===== src/rtl/adc_cnv_timer.sv =====
module adc_cnv_timer #(
  parameter int REG_W   = 32,
  parameter int CNT_W   = 10,
  parameter int ACQ_LSB = 16,
  parameter int PER_LSB = 0,
  parameter int CH_W    = 5,
  parameter logic [REG_W-1:0] RST_VAL  = 32'h000A00C8,
  parameter logic [REG_W-1:0] SLOW_VAL = 32'h007D00FA,
  parameter logic [CH_W-1:0]  MON_CH_A = 5'd22,
  parameter logic [CH_W-1:0]  MON_CH_B = 5'd25,
  parameter logic [CH_W-1:0]  MON_CH_C = 5'd26
) (
  input  logic             clk,
  input  logic             rst_n,
  input  logic             wr_en,
  input  logic [REG_W-1:0] wr_data,
  input  logic [CH_W-1:0]  chan_sel,
  input  logic             single_req,
  input  logic             seq_en,
  output logic             acq_win,
  output logic             cnv_pulse,
  output logic [REG_W-1:0] timing_reg
);
  localparam int PW = CNT_W + 1;
  localparam logic [REG_W-1:0] FLD_MASK =
    (REG_W'({CNT_W{1'b1}}) << ACQ_LSB) | (REG_W'({CNT_W{1'b1}}) << PER_LSB);
  localparam logic [CNT_W-1:0] RST_ACQ = RST_VAL[ACQ_LSB +: CNT_W];
  localparam logic [PW-1:0]    RST_MIN = {1'b0, RST_ACQ} + PW'(1);
  localparam logic [PW-1:0]    RST_RAW = {1'b0, RST_VAL[PER_LSB +: CNT_W]};
  localparam logic [PW-1:0]    RST_PER = (RST_RAW < RST_MIN) ? RST_MIN : RST_RAW;

  logic [REG_W-1:0] cfg_q;
  logic [CNT_W-1:0] acq_a;
  logic [PW-1:0]    per_a, cnt_q;

  wire [CNT_W-1:0] new_acq = cfg_q[ACQ_LSB +: CNT_W];
  wire [PW-1:0]    new_raw = {1'b0, cfg_q[PER_LSB +: CNT_W]};
  wire [PW-1:0]    min_per = {1'b0, new_acq} + PW'(1);
  wire [PW-1:0]    eff_per = (new_raw < min_per) ? min_per : new_raw;
  wire mon_hit = (chan_sel == MON_CH_A) || (chan_sel == MON_CH_B) || (chan_sel == MON_CH_C);
  wire reload  = single_req && !seq_en && mon_hit;
  wire wrap    = (cnt_q == per_a - PW'(1));

  always_ff @(posedge clk) begin
    if (!rst_n)      cfg_q <= RST_VAL;
    else if (wr_en)  cfg_q <= (cfg_q & ~FLD_MASK) | (wr_data & FLD_MASK);
    else if (reload) cfg_q <= SLOW_VAL;
  end

  always_ff @(posedge clk) begin
    if (!rst_n) begin
      cnt_q <= '0;
      acq_a <= RST_ACQ;
      per_a <= RST_PER;
    end else if (wrap) begin
      cnt_q <= '0;
      acq_a <= new_acq;
      per_a <= eff_per;
    end else begin
      cnt_q <= cnt_q + PW'(1);
    end
  end

  assign acq_win    = (cnt_q < {1'b0, acq_a});
  assign cnv_pulse  = (cnt_q == {1'b0, acq_a});
  assign timing_reg = cfg_q;

  a_r3_pulse_ends_window: assert property (@(posedge clk) disable iff (!rst_n)
    $fell(acq_win) |-> cnv_pulse);
  a_r4_reserved_kept: assert property (@(posedge clk) disable iff (!rst_n)
    wr_en |=> ((timing_reg & ~FLD_MASK) == $past(timing_reg & ~FLD_MASK)));
  a_r6_monitor_reload: assert property (@(posedge clk) disable iff (!rst_n)
    (reload && !wr_en) |=> (timing_reg == SLOW_VAL));
  a_r7_seq_blocks_reload: assert property (@(posedge clk) disable iff (!rst_n)
    (seq_en && !wr_en) |=> $stable(timing_reg));
  a_r8_value_holds: assert property (@(posedge clk) disable iff (!rst_n)
    (!wr_en && !single_req) |=> $stable(timing_reg));
  a_r5_no_mid_change: assert property (@(posedge clk) disable iff (!rst_n)
    !wrap |=> ($stable(acq_a) && $stable(per_a)));
  a_r9_conversion_room: assert property (@(posedge clk) disable iff (!rst_n)
    per_a > {1'b0, acq_a});
endmodule


===== config.mk =====
export PLATFORM = sky130hd
export DESIGN_NAME = adc_cnv_timer
export DESIGN_NICKNAME = d
export VERILOG_FILES = /design/src/rtl/adc_cnv_timer.sv
export SDC_FILE = /design/constraint.sdc
export NUM_CORES = 1
export LEC_CHECK = 0
export CAP_MARGIN = 20
export CORE_MARGIN = 5
export CORE_UTILIZATION = 50
export DETAILED_ROUTE_END_ITERATION = 7
export DONT_BUFFER_PORTS = 1
export HOLD_SLACK_MARGIN = 0.08
export PLACE_DENSITY = 0.71
export SETUP_SLACK_MARGIN = 0.05
export SLEW_MARGIN = 20
export SYNTH_ARGS = -nofsm -noshare
export SYNTH_HDL_FRONTEND = slang
export SYNTH_SLANG_ARGS = --single-unit

===== constraint.sdc =====
create_clock -name clk -period 6.6 [get_ports clk]
set_clock_uncertainty 0.2 [all_clocks]
set_input_delay 0.99 -clock clk [delete_from_list [all_inputs] [get_ports clk]]
set_output_delay 0.99 -clock clk [all_outputs]
set_load 0.01 [all_outputs]

### Yosys cells after proc, flatten, opt, wreduce, memory -nomap -nowiden

Cells that the tools add are included.

| operators by class | value |
|---|---|
| add/subtract/negate cells | 3 |
| order comparisons | 2 |
| equality and inequality tests | 5 |
| mux-type cells | 3 |
| bitwise gates (word level) | 2 |
| reduce and logical (&&, ||, !) cells | 7 |

Operators by type and width:

| kind | count |
|---|---|
| 32-bit 2-to-1 mux | 2 |
| 32-bit by 26-bit bitwise OR with 32-bit output | 1 |
| 5-bit == test (second input constant) | 3 |
| 10-bit by 1-bit adder with 11-bit output (second input constant) | 1 |
| 11-bit by 1-bit adder with 11-bit output (second input constant) | 1 |
| 11-bit by 10-bit == test with 1-bit output | 1 |
| 11-bit == test | 1 |
| 10-bit by 11-bit < comparator with 1-bit output | 1 |
| 11-bit by 10-bit < comparator with 1-bit output | 1 |
| 11-bit 2-to-1 mux | 1 |
| 11-bit by 1-bit subtractor with 11-bit output (second input constant) | 1 |
| 1-bit logical AND | 2 |
| 1-bit logical OR | 2 |
| 2-bit nonzero test | 1 |
| 2-bit OR reduction | 1 |
| 1-bit logical NOT | 1 |
| 1-bit inverter | 1 |

| storage, ports and cells | value |
|---|---|
| bits in registers | 64 |
| output and inout port bits | 34 |
| word-level logic and storage cells | 26 |

### Longest topological paths before layout

Gate-level depths: netlist (run 1).

| depth | value |
|---|---|
| depth in word-level cells | 6 |
| gate-level depth with buffers | 11 |
| depth with buffers taken out | 11 |

### Worst setup path after synthesis (run 1)

Ideal clock, no wire load.

| timing path | value |
|---|---|
| path kind | register to register |
| start | register cfg_q[16], in the netlist timing_reg[16] |
| end | register per_a[3] |
| library setup time | 0.080 ns |
| arrival | 3.076 ns |
| data required time | 6.320 ns |
| slack | 3.244 ns |
| stages on the path, launching flop included | 12 |
| path buffers | 0 |
| period minus slack after synthesis | 3.356 ns |
| path through | dfxtp_1 > ha_1 > nand3_1 > nor2_1 > xnor2_1 > ha_1 > nand3_1 > a221oi_1 > o2111ai_1 > a21boi_0 > mux2_2 > o211ai_1 |

| on the way | value |
|---|---|
| cells in the longest elaborated chain, start to end | 3 |

RTL lines:

| item | line | text |
|---|---|---|
| start: declaration | 32 | `logic [REG_W-1:0] cfg_q;` |
| start signal: assignment | 46 | `else if (wr_en) cfg_q <= (cfg_q & ~FLD_MASK) \| (wr_data & FLD_MASK);` |
| 10-bit by 1-bit adder with 11-bit output (*) | 38 | `wire [PW-1:0] min_per = {1'b0, new_acq} + PW'(1);` |
| 10-bit by 11-bit < comparator with 1-bit output | 39 | `wire [PW-1:0] eff_per = (new_raw < min_per) ? min_per : new_raw;` |
| 11-bit 2-to-1 mux (*) | 39 |  |
| end signal: assignment | 58 | `per_a <= eff_per;` |
| end: declaration | 34 | `logic [PW-1:0] per_a, cnt_q;` |

Mark *: on every way between the ends. The rest lies on a longest branch, timed or not.
A chain may end at the register's enable or synchronous reset.

### Final worst setup path (run 1)

| timing path | value |
|---|---|
| start | register cfg_q[16], in the netlist timing_reg[16] |
| end | register per_a[9] |

Same word-level chain as after synthesis.

==> run summary, run 1 <==
Clock transition at path regs = 0.11 ns
Root buf cell = clkbuf_8
Slew margin rel. = 27.58%
Initial antenna violation count = 0
Clk_lat worst skew = 0.32 ns
GRT Total Usage = 18.03%
Pin count of the biggest net entering global routing = 42
Number of flip-flops in the largest register = 20
Leak pwr = 0.001274 uW
Final nets = 433
Critical path capture point type = flop
Rows = 29
Vert. Die Dim = 91.08 um
Vias in the first global route = 2573
Reg2reg end = per_a[9]
R2r startpoint = timing_reg[16]
Crit path from = timing_reg[16]
Worst reg-to-reg path cell count = 11
CTS Buf Count = 5
Total gr overflow = 0
Fillers = 617
Multi-input logic area = 2021 um2
First-pass DRT Iterations = 5
Tightest Pin Transition = 1.077 ns
Die X = 91.08 um
Hold buffers post-CTS = 0
Post-layout util = 52.55%
Antenna cell count = 0
Ports = 76
Maxcap violations = 0
Global-route wire length before repair = 12560 um
DR WL/cell = 17.02 um
Synth Flop Type = dfxtp_1
Remaining DRCs = 0
Share of the yosys chip area belonging to registers = 31.67%
Slew Viols, Final = 0
Tot Pwr = 611.4 uW
Synthesized area per cell = 8.627 um2
Vias/cell = 6.058
Worst setup path class = reg2reg
DP Wirelength = 5746 um
CP arrival = 4.09 ns
Synth Instances = 381
Setup violators final = 0
DRT iter0 DRCs = 126
Post-CTS sizing = 0
CP startpoint kind = flop
Gp weighted congestion = 0.9123
Area grow syn2layout = 2.094%
PortBufs = 0
Initial Utilization = 51.47%
Hold_sp = acq_a[2]
Fin Hold WS = 0.2636 ns
Die ar. = 8296 um2
CP Capture Point = per_a[9]
Placed Cells incl. Taps = 439
Register area = 1041 um2
Worst Hold Class = reg2reg
Outcome = finished clean
DRT Wirelength = 7608 um
Req. time, crit path = 6.60 ns
Final period util = 61.93%
Synthesized cell area = 3287 um2
Setup_tns = 0 ns
Post-CTS Setup Bufs = 0
CTS HTree Levels = 2
Layout cells sized above 1 = 7.838%
Post-route ant nets = 0
Netlist cell types = 63
Synth warnings = 0
Core ar. = 6386 um2
CTS tree = done
Min Tclk post-route = 4.088 ns
Final Non-Filler Cells = 447
Crit Path Max Fanout = 7
Max IR drop VDD = 0.1562 mV
Final Hold Viols = 0
Pwr/cell area = 182.2 nW/um2
FF-to-FF setup slack = 2.51 ns
EDFF count, synth = 0
Number of vias in the routed layout = 2708
Longest Clk Path Bufs = 2
CTS sink count = 52
RSZ-0062 raised after global routing = false
Yosys reg bits = 52
FFs w/ async S/R, synth = 0%
Maximum clock rate = 244.6 MHz
## layout make-up
type | instances | area share (%)
Timing Repair Buffer | 1 | 0.2237
Multi-Input combinational cell | 284 | 60.22
Clock inverter | 3 | 0.8203
Sequential cell | 52 | 31.02
Tap cell | 77 | 2.871
Inverter | 25 | 2.796
Clock buffer | 5 | 2.051
## kinds of logic (layout without fill, tap and decap cells)
kind of cell,after synthesis,count (layout),share of synthesized area [%]
simple gates,114,114,17.74
flops,52,52,31.67
other cells,1,12,0.1141
xor+xnor,31,31,8.260
mux,17,17,5.329
compound gates,88,88,20.40
buf+inv,56,34,8.108
fa+ha+maj,22,22,8.374
## per-stage QoR
step	instance area [um2]	setup WS (ns)
floorplan	3328	3.244
global placement	3259	2.613
detailed placement	3259	2.568
CTS	3356	2.510
global route	3356	2.253
finish	3356	2.512
## worst min-delay path by stage
stage               cells past startpoint  slack [ns]       end
floorplan                               2        0.23  acq_a[2]
global placement                        2        0.24  acq_a[6]
detailed placement                      2        0.25  acq_a[4]
CTS                                     2        0.27  acq_a[2]
global route                            2        0.28  acq_a[4]
finish                                  2        0.26  acq_a[2]
## layout by cell type, fill, tap and decap left out, drive strengths merged, types with 5 or more instances in the layout
cell type,instances
o211ai,10
a31oi,6
mux2i,13
o221a,7
o22ai,5
a21oi,9
xor2,13
ha,22
conb,12
o21ai,10
clkbuf,5
inv,26
xnor2,18
nand3,18
nor3,18
a22oi,7
nand2,37
dfxtp,52
nor2,16
a41oi,5
## critical path, cell delays in order (launching register included)
cell and delay [ns]:
dfxtp_1 0.54, ha_1 0.25, nand3_1 0.14, nor2_1 0.24
xnor2_1 0.14, ha_1 0.35, nand3_1 0.09, a221oi_1 0.31
o2111ai_1 0.25, a21boi_0 0.91, o21ai_0 0.27, a31o_2 0.30
## where the power goes
group          total [uW]  switching [uW]  internal (uW)
clock network         194             116           78.1
registers             344            20.7            323
logic                73.9            40.8           33.1
## cell usage after synthesis, drive strengths merged (3+ instances only)
cell    number  area, um2
dfxtp       52       1041
nand2       37      138.9
inv         25      93.84
ha          22      275.3
nand3       18      90.09
nor3        18      90.09
xnor2       18      157.7
buf         16      116.4
nor2        16      60.06
clkbuf      15      56.30
mux2i       13      130.1
xor2        13      113.9
o211ai      10      75.07
o21ai       10      50.05
a21oi        9      48.80
a22oi        7      52.55
o221a        7      78.83
a31oi        6      37.54
a41oi        5      43.79
o22ai        5      37.53
a21o         4      30.03
and3         4      25.02
mux2         4      45.04
a211o        3      26.28
nand4        3      33.78
nor4         3      33.78
o41ai        3      26.28
## per-layer routing
metal | vias to the layer above | global-route usage, % | share of wire, %
li1 | 1343 | - | -
met1 | 1267 | 23.08 | 44
met2 | 88 | 30.35 | 49
met3 | 10 | 3.636 | 5.3
met4 | 0 | 5.746 | 1.7
met5 | - | 0 | 0
Note: power is estimated with default switching activity, not from simulation.
==> inputs of run 2 (changes only) <==
--- a/config.mk
+++ b/config.mk
@@ -11,7 +11,7 @@
 export DETAILED_ROUTE_END_ITERATION = 7
 export DONT_BUFFER_PORTS = 1
 export HOLD_SLACK_MARGIN = 0.08
-export PLACE_DENSITY = 0.71
+export PLACE_DENSITY = 0.74
 export SETUP_SLACK_MARGIN = 0.05
 export SLEW_MARGIN = 20
 export SYNTH_ARGS = -nofsm -noshare
==> constraint.sdc (replaced) <==
create_clock -name clk -period 3.75 [get_ports clk]
set_clock_uncertainty 0.2 [all_clocks]
set_input_delay 0.5625 -clock clk [delete_from_list [all_inputs] [get_ports clk]]
set_output_delay 0.5625 -clock clk [all_outputs]
set_load 0.01 [all_outputs]
==> run 2 against run 1 <==
Effect of this change: maximum frequency grew 23%; worst hold slack lost 0.14 ns; final cell count grew 1.3%; wire length grew 1.4%; largest cell class unchanged; largest power group unchanged; highest routed layer unchanged.
==> run summary, run 2 (same netlist as run 1, synthesis figures left out) <==
Pwr/cell area = 314.7 nW/um2 (was 182.2 nW/um2)
Post-CTS Setup Bufs = 0 (unchanged)
Area grow syn2layout = 3.350% (was 2.094%)
Layout cells sized above 1 = 9.309% (was 7.838%)
Initial antenna violation count = 0 (unchanged)
DRT Wirelength = 7714 um (was 7608 um)
Setup_tns = 0 ns (unchanged)
Vias/cell = 6.026 (was 6.058)
Final Hold Viols = 0 (unchanged)
Final nets = 439 (was 433)
GRT Total Usage = 18.23% (was 18.03%)
Critical path capture point type = flop (unchanged)
Multi-input logic area = 2021 um2 (unchanged)
Maximum clock rate = 300.8 MHz (was 244.6 MHz)
Worst Hold Class = in2reg (was reg2reg)
Number of flip-flops in the largest register = 20 (unchanged)
Ports = 76 (unchanged)
Leak pwr = 0.001298 uW (was 0.001274 uW)
RSZ-0062 raised after global routing = false (unchanged)
Antenna cell count = 0 (unchanged)
Reg2reg end = per_a[7] (was per_a[9])
Max incr delay on CP = 0.54 ns (was 0.91 ns)
Rows = 29 (unchanged)
Total gr overflow = 0 (unchanged)
Maxcap violations = 0 (unchanged)
Clk_lat worst skew = 0.31 ns (was 0.32 ns)
Post-layout util = 53.19% (was 52.55%)
Post-CTS sizing = 0 (unchanged)
CTS Buf Count = 5 (unchanged)
Vert. Die Dim = 91.08 um (unchanged)
Crit Path Max Fanout = 7 (unchanged)
DP Wirelength = 5913 um (was 5746 um)
Crit path from = timing_reg[18] (was timing_reg[16])
Max IR drop VDD = 0.2259 mV (was 0.1562 mV)
Worst reg-to-reg path cell count = 11 (unchanged)
Final period util = 88.64% (was 61.93%)
Tightest Pin Transition = 0.8557 ns (was 1.077 ns)
PortBufs = 0 (unchanged)
R2r startpoint = timing_reg[18] (was timing_reg[16])
CP arrival = 3.35 ns (was 4.09 ns)
CTS sink count = 52 (unchanged)
Placed Cells incl. Taps = 445 (was 439)
FF-to-FF setup slack = 0.43 ns (was 2.51 ns)
Gp weighted congestion = 0.9252 (was 0.9123)
Die ar. = 8296 um2 (unchanged)
CP Capture Point = per_a[7] (was per_a[9])
Worst-path cell chain = nand3_1 -> nor2_1 -> xnor2_1 -> ha_1 -> nand3_1 -> a221oi_1 -> o2111ai_1 -> a21boi_0 -> buf_4 -> mux2_2 -> o211ai_1 (was ha_1 -> nand3_1 -> nor2_1 -> xnor2_1 -> ha_1 -> nand3_1 -> a221oi_1 -> o2111ai_1 -> a21boi_0 -> o21ai_0 -> a31o_2)
Pin count of the biggest net entering global routing = 42 (unchanged)
Root buf cell = clkbuf_8 (unchanged)
CP startpoint kind = flop (unchanged)
Remaining DRCs = 0 (unchanged)
Fin Hold WS = 0.1280 ns (was 0.2636 ns)
Min Tclk post-route = 3.324 ns (was 4.088 ns)
Commonest non-fill, non-tap cell in the layout = dfxtp_1 (unchanged)
Longest Clk Path Bufs = 2 (unchanged)
Most frequent cells in the layout = dfxtp_1, nand2_1, inv_1 (unchanged)
Initial Utilization = 51.47% (unchanged)
Die X = 91.08 um (unchanged)
Vias in the first global route = 2664 (was 2573)
Clock transition at path regs = 0.10 ns (was 0.11 ns)
Slowest-stage cell, CP = dfxtp_1 (was a21boi_0)
Req. time, crit path = 3.78 ns (was 6.60 ns)
Setup violators final = 0 (unchanged)
First-pass DRT Iterations = 4 (was 5)
Outcome = finished clean (unchanged)
DRT iter0 DRCs = 165 (was 126)
Worst setup path class = reg2reg (unchanged)
Final Non-Filler Cells = 453 (was 447)
Slew Viols, Final = 0 (unchanged)
Post-route ant nets = 0 (unchanged)
CTS tree = done (unchanged)
Hold buffers post-CTS = 0 (unchanged)
Slew margin rel. = 42.43% (was 27.58%)
Core ar. = 6386 um2 (unchanged)
Global-route wire length before repair = 12700 um (was 12560 um)
Crit path top cell by count = nand3_1
CTS HTree Levels = 2 (unchanged)
DR WL/cell = 17.03 um (was 17.02 um)
Fillers = 602 (was 617)
Register area = 1041 um2 (unchanged)
Number of vias in the routed layout = 2730 (was 2708)
run 2: cell count changes in the layout (fill, tap and decap cells not counted), sizes merged:
cell,before,now
buf,1,7
clkinvlp,1,2
inv,26,25
run 2: area by class of cell:
type | instances | share of cell area, %
timing repair buffer | 7 | 1.547
clock inverter | 3 | 0.6998
tap | 77 | 2.836
sequential | 52 | 30.64
multi-input combinational | 284 | 59.48
inverter | 25 | 2.762
clock buffer | 5 | 2.026
run 2: worst max-delay path: cells and delay by family, from the launching register on:
kind,cells,cell delay (ns)
fa+ha+maj,1,0.34
flops,1,0.54
mux,1,0.36
simple gates,3,0.53
compound gates,4,0.92
xor+xnor,1,0.14
buf+inv,1,0.20
run 2: power breakdown:
part           switching, uW  internal (uW)
Combinational           81.0           64.1
Sequential              29.2            568
Clock                    194            133
Total                    304            765
run 2: worst min path at each step:
| stage | startpoint | to | slack (ns) | cells past startpoint |
|---|---|---|---|---|
| floorplan | acq_a[2] | acq_a[2] | 0.23 | 2 |
| global placement | acq_a[7] | acq_a[7] | 0.24 | 2 |
| detailed placement | acq_a[8] | acq_a[8] | 0.26 | 2 |
| CTS | rst_n | timing_reg[7] | 0.11 | 1 |
| global route | rst_n | timing_reg[7] | 0.11 | 1 |
| finish | rst_n | timing_reg[7] | 0.13 | 1 |
run 2: per-layer routing:
metal,global-route usage (%),wire length [um],part of all wire (%),vias to the layer above
met5,0,0,0,-
li1,-,-,-,1354
met4,5.623,127,1.6,0
met1,22.30,3304,43,1276
met3,4.876,548,7.1,11
met2,31.13,3733,48,89
run 2: stage by stage:
stage	worst slack [ns]	power [uW]	instance area [um2]
finish	0.4259	1069	3397
global route	0.1862	1120	3397
CTS	0.4222	1073	3397
detailed placement	0.4734	753.3	3304
global placement	0.5559	749.9	3304
floorplan	0.3937	728.3	3328
==> inputs of run 3 (changes only) <==
--- a/config.mk
+++ b/config.mk
@@ -11,7 +11,7 @@
 export DETAILED_ROUTE_END_ITERATION = 7
 export DONT_BUFFER_PORTS = 1
 export HOLD_SLACK_MARGIN = 0.08
-export PLACE_DENSITY = 0.74
+export PLACE_DENSITY = 0.71
 export SETUP_SLACK_MARGIN = 0.05
 export SLEW_MARGIN = 20
 export SYNTH_ARGS = -nofsm -noshare
==> constraint.sdc (replaced) <==
create_clock -name clk -period 3.8 [get_ports clk]
set_clock_uncertainty 0.2 [all_clocks]
set_input_delay 0.57 -clock clk [delete_from_list [all_inputs] [get_ports clk]]
set_output_delay 0.57 -clock clk [all_outputs]
set_load 0.01 [all_outputs]
==> run 3 against run 2 <==
Effect of this change: worst setup slack worse by 0.11 ns; die area unchanged; critical path depth increased by 1; via count grew 0.29%; clock power rose by 1%; sequential power shrank 0.8%; wire length shrank 0.19%; critical path type unchanged; critical endpoint unchanged; largest cell class unchanged.
==> run summary, run 3 (same netlist as run 1, synthesis figures left out) <==
Outcome = finished clean (unchanged)
Root buf cell = clkbuf_8 (unchanged)
Longest Clk Path Bufs = 2 (unchanged)
Worst-path cell chain = ha_1 -> nand3_1 -> nor2_1 -> xnor2_1 -> ha_1 -> nand3_1 -> a221oi_1 -> o2111ai_1 -> a21boi_0 -> buf_4 -> mux2_2 -> o211ai_1 (was nand3_1 -> nor2_1 -> xnor2_1 -> ha_1 -> nand3_1 -> a221oi_1 -> o2111ai_1 -> a21boi_0 -> buf_4 -> mux2_2 -> o211ai_1)
Logic pwr share = 13.4% (was 13.6%)
Final Non-Filler Cells = 452 (was 453)
Req. time, crit path = 3.83 ns (was 3.78 ns)
Post-CTS Setup Bufs = 0 (unchanged)
Remaining DRCs = 0 (unchanged)
Multi-input logic area = 2021 um2 (unchanged)
Vias/cell = 6.058 (was 6.026)
Crit Path Max Fanout = 7 (unchanged)
FF-to-FF setup slack = 0.31 ns (was 0.43 ns)
Setup_tns = 0 ns (unchanged)
CTS sink count = 52 (unchanged)
Global-route wire length before repair = 12630 um (was 12700 um)
GRT Total Usage = 18.19% (was 18.23%)
Post-layout util = 53.13% (was 53.19%)
Core ar. = 6386 um2 (unchanged)
Final period util = 91.78% (was 88.64%)
Cell Int Power = 758.9 uW (was 764.9 uW)
WP buf/inv = 1 (unchanged)
Fillers = 602 (unchanged)
Max incr delay on CP = 0.51 ns (was 0.54 ns)
DP Wirelength = 5866 um (was 5913 um)
Net Switching = 306.3 uW (was 304.2 uW)
Initial Utilization = 51.47% (unchanged)
CP arrival = 3.52 ns (was 3.35 ns)
RSZ-0062 raised after global routing = false (unchanged)
Seq pwr share = 55.5% (was 55.9%)
Setup violators final = 0 (unchanged)
Post-route ant nets = 0 (unchanged)
Maxcap violations = 0 (unchanged)
Final worst setup slack = 0.3125 ns (was 0.4259 ns)
Share of total power in the clock network = 31.1% (was 30.5%)
Final Hold Viols = 0 (unchanged)
Pwr/cell area = 313.9 nW/um2 (was 314.7 nW/um2)
Number of vias in the routed layout = 2738 (was 2730)
Hold buffers post-CTS = 0 (unchanged)
Post-CTS sizing = 0 (unchanged)
Pin count of the biggest net entering global routing = 42 (unchanged)
Net switching fraction of the power = 28.75% (was 28.46%)
PortBufs = 0 (unchanged)
Tightest Pin Transition = 0.8040 ns (was 0.8557 ns)
Ports = 76 (unchanged)
Total gr overflow = 0 (unchanged)
CTS HTree Levels = 2 (unchanged)
Leak pwr = 0.001299 uW (was 0.001298 uW)
Area grow syn2layout = 3.236% (was 3.350%)
CP delay by family, top = compound AO/OA/AOI/OAI gates (unchanged)
Critical path capture point type = flop (unchanged)
DR WL/cell = 17.03 um (about the same)
CTS tree = done (unchanged)
Register area = 1041 um2 (unchanged)
Die ar. = 8296 um2 (unchanged)
First-pass DRT Iterations = 4 (unchanged)
Initial antenna violation count = 0 (unchanged)
Most frequent cells in the layout = dfxtp_1, nand2_1, inv_1 (unchanged)
Worst Hold Class = in2reg (unchanged)
Layout cells sized above 1 = 9.067% (was 9.309%)
Die X = 91.08 um (unchanged)
CTS Buf Count = 5 (unchanged)
CP startpoint kind = flop (unchanged)
Post-Place Worst Slack = 0.3931 ns (was 0.4734 ns)
Min Tclk post-route = 3.487 ns (was 3.324 ns)
Max IR drop VDD = 0.2649 mV (was 0.2259 mV)
Antenna cell count = 0 (unchanged)
DRT iter0 DRCs = 135 (was 165)
Placed Cells incl. Taps = 444 (was 445)
Commonest non-fill, non-tap cell in the layout = dfxtp_1 (unchanged)
Vias in the first global route = 2603 (was 2664)
Vert. Die Dim = 91.08 um (unchanged)
Number of flip-flops in the largest register = 20 (unchanged)
DRT Wirelength = 7699 um (was 7714 um)
Slew Viols, Final = 0 (unchanged)
Gp weighted congestion = 0.8834 (was 0.9252)
Worst setup path class = reg2reg (unchanged)
Slew margin rel. = 45.90% (was 42.43%)
Maximum clock rate = 286.7 MHz (was 300.8 MHz)
Rows = 29 (unchanged)
Clk_lat worst skew = 0.31 ns (about the same)
Clock transition at path regs = 0.10 ns (about the same)
Tot Pwr = 1065 uW (was 1069 uW)
Slowest-stage cell, CP = dfxtp_1 (unchanged)
Final nets = 438 (was 439)
[run 3: changes by cell type in the layout (fill, tap and decap cells not counted), sizes merged]
cell	before	now
inv	25	26
clkinvlp	2	1
buf	7	6
[run 3: path summary, 6_finish.rpt]
path | startpoint | to | cells past startpoint
setup reg to reg | timing_reg[17] | per_a[7] | 12
hold reg to reg | acq_a[2] | acq_a[2] | 2
setup / recovery | timing_reg[17] | per_a[7] | 12
hold / removal | rst_n | timing_reg[7] | 1
[run 3: power groups by stage]
stage | Clock (uW) | Combinational (uW) | Sequential (uW)
after detailed placement | 0 | 140 | 605
final | 331 | 143 | 592
after floorplan | 0 | 121 | 598
after global placement | 0 | 136 | 604
after CTS | 340 | 141 | 592
after global routing | 365 | 158 | 595
[run 3: per-stage QoR]
step	area [um2]	hold slack, ns
finish	3393	0.1411
global route	3393	0.1208
CTS	3393	0.1210
detailed placement	3297	0.2497
global placement	3297	0.2435
floorplan	3328	0.2347
[run 3: layer usage]
| metal | track usage, % | share of wire [%] | vias to the layer above | wire length, um |
|---|---|---|---|---|
| li1 | - | - | 1352 | - |
| met1 | 22.50 | 44 | 1284 | 3398 |
| met2 | 30.89 | 49 | 87 | 3767 |
| met3 | 4.545 | 5.2 | 15 | 397 |
| met4 | 5.868 | 1.8 | 0 | 136 |
| met5 | 0 | 0 | - | 0 |
[run 3: cell type report]
type | instances | share of cell area, %
flip-flops and latches | 52 | 30.68
clock buffers | 5 | 2.028
clock inverters | 3 | 0.8112
well taps | 77 | 2.839
inverters | 25 | 2.765
repair buffers | 6 | 1.327
multi-input cells | 284 | 59.55
